### config.mk
export PLATFORM = sky130hd
export DESIGN_NAME = obs_scoreboard
export DESIGN_NICKNAME = d
export VERILOG_FILES = /design/src/rtl/obs_pkg.sv /design/src/rtl/obs_ring_ptr.sv /design/src/rtl/obs_ind_cell.sv /design/src/rtl/obs_wb_arb.sv /design/src/rtl/obs_scoreboard.sv
export SDC_FILE = /design/constraint.sdc
export NUM_CORES = 1
export LEC_CHECK = 0
export BUFFER_PORTS_ARGS = -buffer_cell sky130_fd_sc_hd__buf_2
export CORE_UTILIZATION = 55
export DETAILED_ROUTE_END_ITERATION = 16
export PLACE_DENSITY_LB_ADDON = 0.15
export SETUP_SLACK_MARGIN = 0.2
export SYNTH_ARGS = -nofsm -noshare
export SYNTH_HDL_FRONTEND = slang
export SYNTH_HIERARCHICAL = 1
export SYNTH_SLANG_ARGS = --single-unit
### constraint.sdc
create_clock -name clk -period 2.4 [get_ports clk]
set_clock_uncertainty 0.05 [all_clocks]
set_input_delay 0.24 -clock clk [delete_from_list [all_inputs] [get_ports clk]]
set_output_delay 0.24 -clock clk [all_outputs]
set_load 0.02 [all_outputs]
### src/rtl/obs_pkg.sv
package obs_pkg;

  typedef logic [1:0] ind_t;

  localparam ind_t IND_FREE = 2'b00;
  localparam ind_t IND_RSVD = 2'b01;
  localparam ind_t IND_OPND = 2'b10;
  localparam ind_t IND_DONE = 2'b11;

  // a buffer may be claimed only when neither bit is set
  function automatic logic ind_is_free(input ind_t v);
    return v == IND_FREE;
  endfunction

  // reserved slot holding its result: waits for memory write
  function automatic logic ind_wants_wb(input ind_t v);
    return v == IND_DONE;
  endfunction

  // execution side may act when the buffer state matches its kind
  function automatic logic ind_ex_match(input ind_t v, input logic is_result);
    return is_result ? (v == IND_RSVD) : (v == IND_OPND);
  endfunction

endpackage

### src/rtl/obs_ring_ptr.sv
module obs_ring_ptr #(
  parameter int NBUF  = 4,
  parameter int PTR_W = $clog2(NBUF)
) (
  input  logic             clk,
  input  logic             rst_n,
  input  logic             step,
  output logic [PTR_W-1:0] ptr
);

  localparam logic [PTR_W-1:0] LAST = PTR_W'(NBUF - 1);

  function automatic logic [PTR_W-1:0] ring_next(input logic [PTR_W-1:0] p);
    return (p == LAST) ? '0 : p + 1'b1;
  endfunction

  always_ff @(posedge clk or negedge rst_n) begin
    if (!rst_n)    ptr <= '0;
    else if (step) ptr <= ring_next(ptr);
  end

endmodule

### src/rtl/obs_ind_cell.sv
module obs_ind_cell
  import obs_pkg::*;
(
  input  logic clk,
  input  logic rst_n,
  input  logic set_data,
  input  logic clr_data,
  input  logic set_rsv,
  input  logic clr_all,
  output ind_t ind
);

  ind_t ind_nxt;

  // sets and clears from different sources merge bit by bit
  always_comb begin
    ind_nxt[1] = ((ind[1] & ~clr_data) | set_data) & ~clr_all;
    ind_nxt[0] = (ind[0] | set_rsv) & ~clr_all;
  end

  always_ff @(posedge clk or negedge rst_n) begin
    if (!rst_n) ind <= IND_FREE;
    else        ind <= ind_nxt;
  end

endmodule

### src/rtl/obs_wb_arb.sv
module obs_wb_arb
  import obs_pkg::*;
#(
  parameter int NBUF  = 4,
  parameter int PTR_W = $clog2(NBUF)
) (
  input  ind_t             st [NBUF],
  input  logic [PTR_W-1:0] start,
  output logic             req,
  output logic [PTR_W-1:0] idx
);

  function automatic logic [PTR_W-1:0] ring_add(input logic [PTR_W-1:0] base, input int k);
    int unsigned s;
    s = (int'(base) + k) % NBUF;
    return PTR_W'(s);
  endfunction

  // forward search from the oldest allocation position
  always_comb begin
    req = 1'b0;
    idx = '0;
    for (int k = 0; k < NBUF; k++) begin
      if (!req && ind_wants_wb(st[ring_add(start, k)])) begin
        req = 1'b1;
        idx = ring_add(start, k);
      end
    end
  end

endmodule

### src/rtl/obs_scoreboard.sv
module obs_scoreboard
  import obs_pkg::*;
#(
  parameter  int NBUF  = 4,
  localparam int PTR_W = $clog2(NBUF)
) (
  input  logic              clk,
  input  logic              rst_n,
  input  logic              la_valid,
  input  logic              la_write,
  output logic              la_ready,
  output logic [PTR_W-1:0]  la_ptr,
  input  logic              ex_valid,
  input  logic              ex_result,
  output logic              ex_ready,
  output logic [PTR_W-1:0]  ex_ptr,
  input  logic              mem_wr_ack,
  output logic              mem_wr_req,
  output logic [PTR_W-1:0]  mem_wr_idx,
  output logic [2*NBUF-1:0] buf_state
);

  ind_t st [NBUF];

  // named internal events
  logic la_fire;
  logic ex_fire;
  logic wb_fire;

  assign la_ready = ind_is_free(st[la_ptr]);
  assign ex_ready = ind_ex_match(st[ex_ptr], ex_result);
  assign la_fire  = la_valid & la_ready;
  assign ex_fire  = ex_valid & ex_ready;
  assign wb_fire  = mem_wr_req & mem_wr_ack;

  obs_ring_ptr #(.NBUF(NBUF), .PTR_W(PTR_W)) u_la_ptr (
    .clk(clk), .rst_n(rst_n), .step(la_fire), .ptr(la_ptr)
  );

  obs_ring_ptr #(.NBUF(NBUF), .PTR_W(PTR_W)) u_ex_ptr (
    .clk(clk), .rst_n(rst_n), .step(ex_fire), .ptr(ex_ptr)
  );

  generate
    for (genvar i = 0; i < NBUF; i++) begin : g_buf
      logic la_here, ex_here, wb_here;
      assign la_here = la_fire & (la_ptr == PTR_W'(i));
      assign ex_here = ex_fire & (ex_ptr == PTR_W'(i));
      assign wb_here = wb_fire & (mem_wr_idx == PTR_W'(i));

      obs_ind_cell u_cell (
        .clk     (clk),
        .rst_n   (rst_n),
        .set_data((la_here & ~la_write) | (ex_here & ex_result)),
        .clr_data(ex_here & ~ex_result),
        .set_rsv (la_here & la_write),
        .clr_all (wb_here),
        .ind     (st[i])
      );

      assign buf_state[2*i +: 2] = st[i];
    end
  endgenerate

  obs_wb_arb #(.NBUF(NBUF), .PTR_W(PTR_W)) u_arb (
    .st(st), .start(la_ptr), .req(mem_wr_req), .idx(mem_wr_idx)
  );

endmodule

# [Word level (Yosys, flattened, before mapping)]
# Index checks and enable logic that the tools add are counted.
[op_classes] eq_ne=15 n_addsub=5 reduce_logical=10 mux=26 bitwise=70 magnitude_cmp=5
[ops] cell="$and 1x1->1" n=43
[ops] cell="$mux 2" n=16
[ops] cell="$eq 2x2->1 const B" n=11
[ops] cell="$bmux 2 s2" n=5
[ops] cell="$ge 3x3->1 const B" n=5
[ops] cell="$not 2->3" n=5
[ops] cell="$or 1x1->1" n=12
[ops] cell="$not 1->1" n=10
[ops] cell="$eq 2x1->1 const B" n=4
[ops] cell="$logic_not 2->1" n=4
[ops] cell="$add 2x1->2 const B" n=3
[ops] cell="$mux 1" n=5
[ops] cell="$add 2x2->2 const B" n=2
[ops] cell="$logic_and 1x1->1" n=3
[ops] cell="$logic_not 1->1" n=3
[totals] input_bits=7 elab_cells=137 out_inout_bits=17 regBits=12

# [Logic depth before layout (Yosys ltp)]
[logic_depth] depth_word=19 depth_mapped=6 depth_no_buf=6

# [Modules after synthesis]
# The synthesis kept the hierarchy.
[by_module_without_submodules] mod="obs_scoreboard" instances=1 cells_each=56 area_each_um2=387.9 seq_area_each_um2=0.0
[by_module_without_submodules] mod="obs_ind_cell" instances=4 cells_each=7 area_each_um2=76.3 seq_area_each_um2=50.0
[by_module_without_submodules] mod="obs_ring_ptr" instances=2 cells_each=6 area_each_um2=88.8 seq_area_each_um2=50.0
[by_module_without_submodules] mod="obs_wb_arb" instances=1 cells_each=16 area_each_um2=92.6 seq_area_each_um2=0.0

# [Least setup slack after synthesis]
# Ideal clock, no wire load.
[synth_path] path_type="reg2reg" from="register u_la_ptr.ptr[0]" to="register g_buf[2].u_cell.ind[0]" path_stages_with_launch=7 required_ns=2.220 synth_period_minus_slack_ns=1.947 path_buffers=0 setup_ns=0.130 arrival_ns=1.766 slack_ns=0.453 path_cell_list="dfrtp_1 -> nor2b_1 -> o21ai_0 -> a21oi_1 -> inv_1 -> nor3_1 -> nor2_1"
[synth_between] elab_chain_cells=19 word_cells_on_any_way=48 cone_classes="add/sub (3); eq/ne (6); mux (20); bitwise (12); reduce/logical (7)"
[synth_rtl] element="from (decl)" line_no="obs_ring_ptr.sv:8" rtl="output logic [PTR_W-1:0] ptr"
[synth_rtl] element="from (signal assigned)" line_no="obs_ring_ptr.sv:19" rtl="else if (step) ptr <= ring_next(ptr);"
[synth_rtl] element="branches (longest 14 deep; another with $add 2x1->2)"
[synth_rtl] element="$mux 2 (*)" line_no="obs_wb_arb.sv:24" rtl="if (!req && ind_wants_wb(st[ring_add(start, k)])) begin"
[synth_rtl] element="net mem_wr_idx[1]" line_no="obs_scoreboard.sv:19" rtl="output logic [PTR_W-1:0] mem_wr_idx,"
[synth_rtl] element="$eq 2x2->1 (*)" line_no="obs_scoreboard.sv:49" rtl="assign wb_here = wb_fire & (mem_wr_idx == PTR_W'(i));"
[synth_rtl] element="$and 1x1->1 (*)" line_no="obs_scoreboard.sv:49"
[synth_rtl] element="net g_buf[2].wb_here" line_no="obs_scoreboard.sv:46" rtl="logic la_here, ex_here, wb_here;"
[synth_rtl] element="$not 1->1 (*)" line_no="obs_ind_cell.sv:18" rtl="ind_nxt[0] = (ind[0] | set_rsv) & ~clr_all;"
[synth_rtl] element="$and 1x1->1 (*)" line_no="obs_ind_cell.sv:18"
[synth_rtl] element="net g_buf[2].u_cell.ind_nxt[0]" line_no="obs_ind_cell.sv:13" rtl="ind_t ind_nxt;"
[synth_rtl] element="to (signal assigned)" line_no="obs_ind_cell.sv:23" rtl="else ind <= ind_nxt;"
[synth_rtl] element="to (decl)" line_no="obs_ind_cell.sv:10" rtl="output ind_t ind"
# Mark *: on every way through the listed nets, which the timed path passes. The select of a mux whose other input is x is not followed.
# A chain may end at the register's enable or synchronous reset.

# [Worst setup path in the final report]
[layout_path] from="register u_la_ptr.ptr[1]" to="output port mem_wr_idx[0]"
[layout_between] elab_chain_cells=15 word_cells_on_any_way=36 cone_classes="add/sub (3); eq/ne (4); mux (19); bitwise (4); reduce/logical (6)"
[layout_rtl] element="branches (longest 14 deep; another with $add 2x1->2)"
[layout_rtl] element="$mux 2 (*)" line_no="obs_wb_arb.sv:24"
[layout_rtl] element="to (decl)" line_no="obs_scoreboard.sv:19"
# Mark *: on every way between the ends. The select of a mux whose other input is x is not followed.

==> summary.txt <==
Yosys
  • Syn_area_per_cell: 8.60 um2
  • Prevailing post-synth register cell: dfrtp_1
  • Post-synth EDFFs: 0
  • Synth area leaders: dfrtp_1 31%, nor2_1 7.8%, and4b_1 5.2%
  • Post-synth ARST share: 100%
  • Cell taking the most area after synthesis: dfrtp_1
  • Yosys top cell area share: approximately 31%
  • Register area share after synthesis: 31.2%
  • Syn_nets: 121
  • Warnings from Yosys: 6
  • Mapped Area: roughly 960 um2
  • Most frequent cell after synthesis: nor2_1
  • Yosys cell types: 35
  • Mapped Cells: between 100 and 150
  • Register bit total from synthesis: 12
  • Most instantiated cells after synthesis: 20 x nor2_1, 12 x dfrtp_1, 8 x inv_1

Finish
  • P&R area growth vs syn: 18.2%
  • Storage element area: 302 um2
  • Inserted Diodes: 0
  • Share of layout cells above drive strength 1: around 30%
  • NumNets Final: 149
  • Footprint of the multi-input gates: 626 um2
  • Fillers: 133

Die
  • Placeable Area: ~1600 um2
  • Die ar.: around 1900 um2
  • Die width: around 44 um
  • Initial core utilization: about three fifths
  • Chip height: around 44 um
  • Cell row count: 14
  • IO Count: 24

Power and ir drop
  • Cell area power density: 1490 nW/um2
  • P_leak: 0.520 nW
  • VDD IR max: 0.000974 V
  • Pwr Total: 0.00169 W

Timing
  • Tmin final: 2030 ps
  • Final TNS setup: 0 ps
  • Achievable frequency: about 500 MHz
  • Max-Slew Margin vs Limit: between 60% and 70%
  • RSZ-0062 raised after global routing: no
  • Final Slew Violations: 0
  • Period utilization: 84.6%
  • Fin. Hold Viols: 0
  • # setup viols final: 0
  • Least-Margin Pin Slew: roughly 460 ps

Clocking
  • CTS tree: yes
  • Worst-skew pair later-pin latency: 280 ps
  • # H-tree levels: 1
  • CTS Buf Count: 3
  • Clock tree sinks: 12
  • CTS Root Buffer Type: clkbuf_4
  • Reg clk slew, reported paths: 90 ps
  • CTS Buffer Depth: 2

Global route
  • Gr usage total: about a quarter
  • Vias in the first global route: between 800 and 900
  • GRT Residual Overflow: 0
  • Largest net degree at the start of global routing: 19
  • Global-route wire length before repair: 3.75 mm
  • Initial antenna violation count: 0

Setup path
  • Critical path's slowest cell: dfrtp_1
  • Critical path peak fanout: 17
  • Worst setup EP type: primary output
  • Critical Path RT: 2110 ps
  • CP startpoint kind: flip-flop
  • WS Path Type: flip-flop to primary output
  • R2R Path End: g_buf[1].u_cell/ind[0]$_DFF_PN0_
  • Reg2reg setup slack: slightly above 500 ps
  • Reg2Reg Depth: 5
  • End of the critical path: mem_wr_idx[0]
  • Worst setup path startpoint: u_la_ptr/ptr[1]$_DFFE_PN0P_
  • Slowest stage delay, CP: 630 ps
  • Data arrival time of the worst path: around 1700 ps
  • Worst path cell trace: and4b_1 -> a211oi_2 -> buf_2
  • Worst reg2reg startpoint: u_la_ptr/ptr[1]$_DFFE_PN0P_

Drt
  • Avg WL per Cell: 15.1 um
  • Routed WL: 2.34 mm
  • Via density per instance: 6.43
  • DRT Pass-1 Iters: 6
  • Vias: 997
  • DRT iter0 DRCs: 32
  • Antenna Violating Nets Remaining: 0
  • Number of remaining DRC errors: 0

Worst hold path
  • Worst hold path type: input port to flip-flop
  • Hold wc startpoint: mem_wr_ack

Placed design
  • Post-DP HPWL: 1.71 mm
  • RePlAce Congestion: 0.830
  • Port Buffers: 23

Status
  • Status: finished, final reports clean

Flow run
  • Max Cap Violations: 0
cell type report:
| type | count | share of cell area, % |
|---|---|---|
| clock buffers | 4 | 3.19 |
| flip-flops and latches | 12 | 26.5 |
| well taps | 16 | 1.76 |
| multi-input cells | 91 | 54.9 |
| inverters | 8 | 2.64 |
| repair buffers | 24 | 11.0 |
layout by cell type (no fill, tap or decap):
| master | n |
|---|---|
| a31oi_1 | 1 |
| nand2b_1 | 4 |
| o311ai_1 | 1 |
| or4_1 | 1 |
| and4b_1 | 5 |
| and4bb_1 | 1 |
| and4bb_2 | 2 |
| clkbuf_8 | 1 |
| clkbuf_4 | 3 |
| o22ai_1 | 1 |
| nor4b_1 | 2 |
| a211oi_2 | 1 |
| dlygate4sd3_1 | 1 |
| o21ai_0 | 7 |
| nor2b_1 | 2 |
| a21oi_2 | 4 |
| and3_1 | 1 |
| buf_2 | 23 |
| nand3b_1 | 2 |
| and2_2 | 1 |
| dfrtp_2 | 1 |
| nor4_1 | 2 |
| ha_1 | 2 |
| nor4bb_1 | 2 |
| nand2b_4 | 1 |
| a21oi_1 | 4 |
| mux2_2 | 4 |
| nand3_1 | 7 |
| dfrtp_1 | 11 |
| nor3_1 | 2 |
| nor2_1 | 20 |
| and2_1 | 2 |
| or4b_1 | 1 |
| mux4_2 | 1 |
| nand2_1 | 4 |
| nand4b_1 | 1 |
| inv_1 | 8 |
| and4_1 | 1 |
| o221ai_1 | 1 |
through the flow:
step / area, um2 / std cells / worst slack (ps) / utilization [%] / hold slack (ps)
after floorplan: 963 / 112 / 453 / - / -106
after global placement: 1090 / 150 / 527 / 69.2 / 82.5
after detailed placement: 1090 / 150 / 434 / 69.2 / 80.8
after CTS: 1140 / 155 / 333 / 72.1 / 302
after global routing: 1140 / 155 / 255 / 72.2 / 324
final: 1140 / 155 / 369 / 72.2 / 297
worst max-delay path, delay by kind of cell, from the launching register on:
| family | cells | cell delay, ps |
|---|---|---|
| AOI/OAI and AO/OA | 1 | 330 |
| buffers and inverters | 1 | 230 |
| DFF | 1 | 630 |
| and+or+nand+nor | 1 | 270 |
power by group:
part | total [W] | internal (W) | switching, W | leakage [nW]
Combinational | 0.000965 | 0.000413 | 0.000553 | 0.354
Sequential | 0.000563 | 0.000303 | 0.000260 | 0.145
Clock | 0.000165 | 0.0000921 | 0.0000732 | 0.0210
Total | 0.00169 | 0.000807 | 0.000886 | 0.520
registers in the layout, summed over array words and instances (netlist names):
| name | cells |
|---|---|
| u_ex_ptr/ptr | 2 |
| g_buf.u_cell/ind | 8 |
| u_la_ptr/ptr | 2 |
worst min-delay path by stage:
stage / slack [ps] / to / depth (start not counted)
floorplan: -110 / g_buf[0].u_cell/ind[0]$_DFF_PN0_ / 0
global placement: 80 / g_buf[2].u_cell/ind[0]$_DFF_PN0_ / 1
detailed placement: 80 / g_buf[2].u_cell/ind[1]$_DFF_PN0_ / 1
CTS: 300 / g_buf[2].u_cell/ind[0]$_DFF_PN0_ / 4
global route: 320 / g_buf[0].u_cell/ind[1]$_DFF_PN0_ / 4
finish: 300 / g_buf[0].u_cell/ind[0]$_DFF_PN0_ / 4
repair_timing:
| action | in CTS | in global routing |
|---|---|---|
| hold endpoints to repair | 12 | 0 |
| endpoints found under the setup margin | 0 | 3 |
| gates resized for setup | 0 | 1 |
| hold buffers | 1 | 0 |
| setup buffers | 0 | 0 |
per-layer routing:
| layer | part of all wire, % | GRT usage (%) | vias up |
|---|---|---|---|
| li1 | - | - | 471 |
| met1 | 43 | 32.5 | 466 |
| met2 | 46 | 47.2 | 48 |
| met3 | 7.8 | 3.33 | 12 |
| met4 | 2.7 | 10.3 | 0 |
| met5 | 0 | 0 | - |
cells by family after synthesis:
kind of cell / share of synthesized area [%]
AND/OR/NAND/NOR: 41.6
adder cells (fa/ha/maj): 2.60
buffers and inverters: 3.90
flip-flops: 31.2
AO/OA/AOI/OAI: 13.8
multiplexers: 7.01
Power figures use the tool's default switching activity.
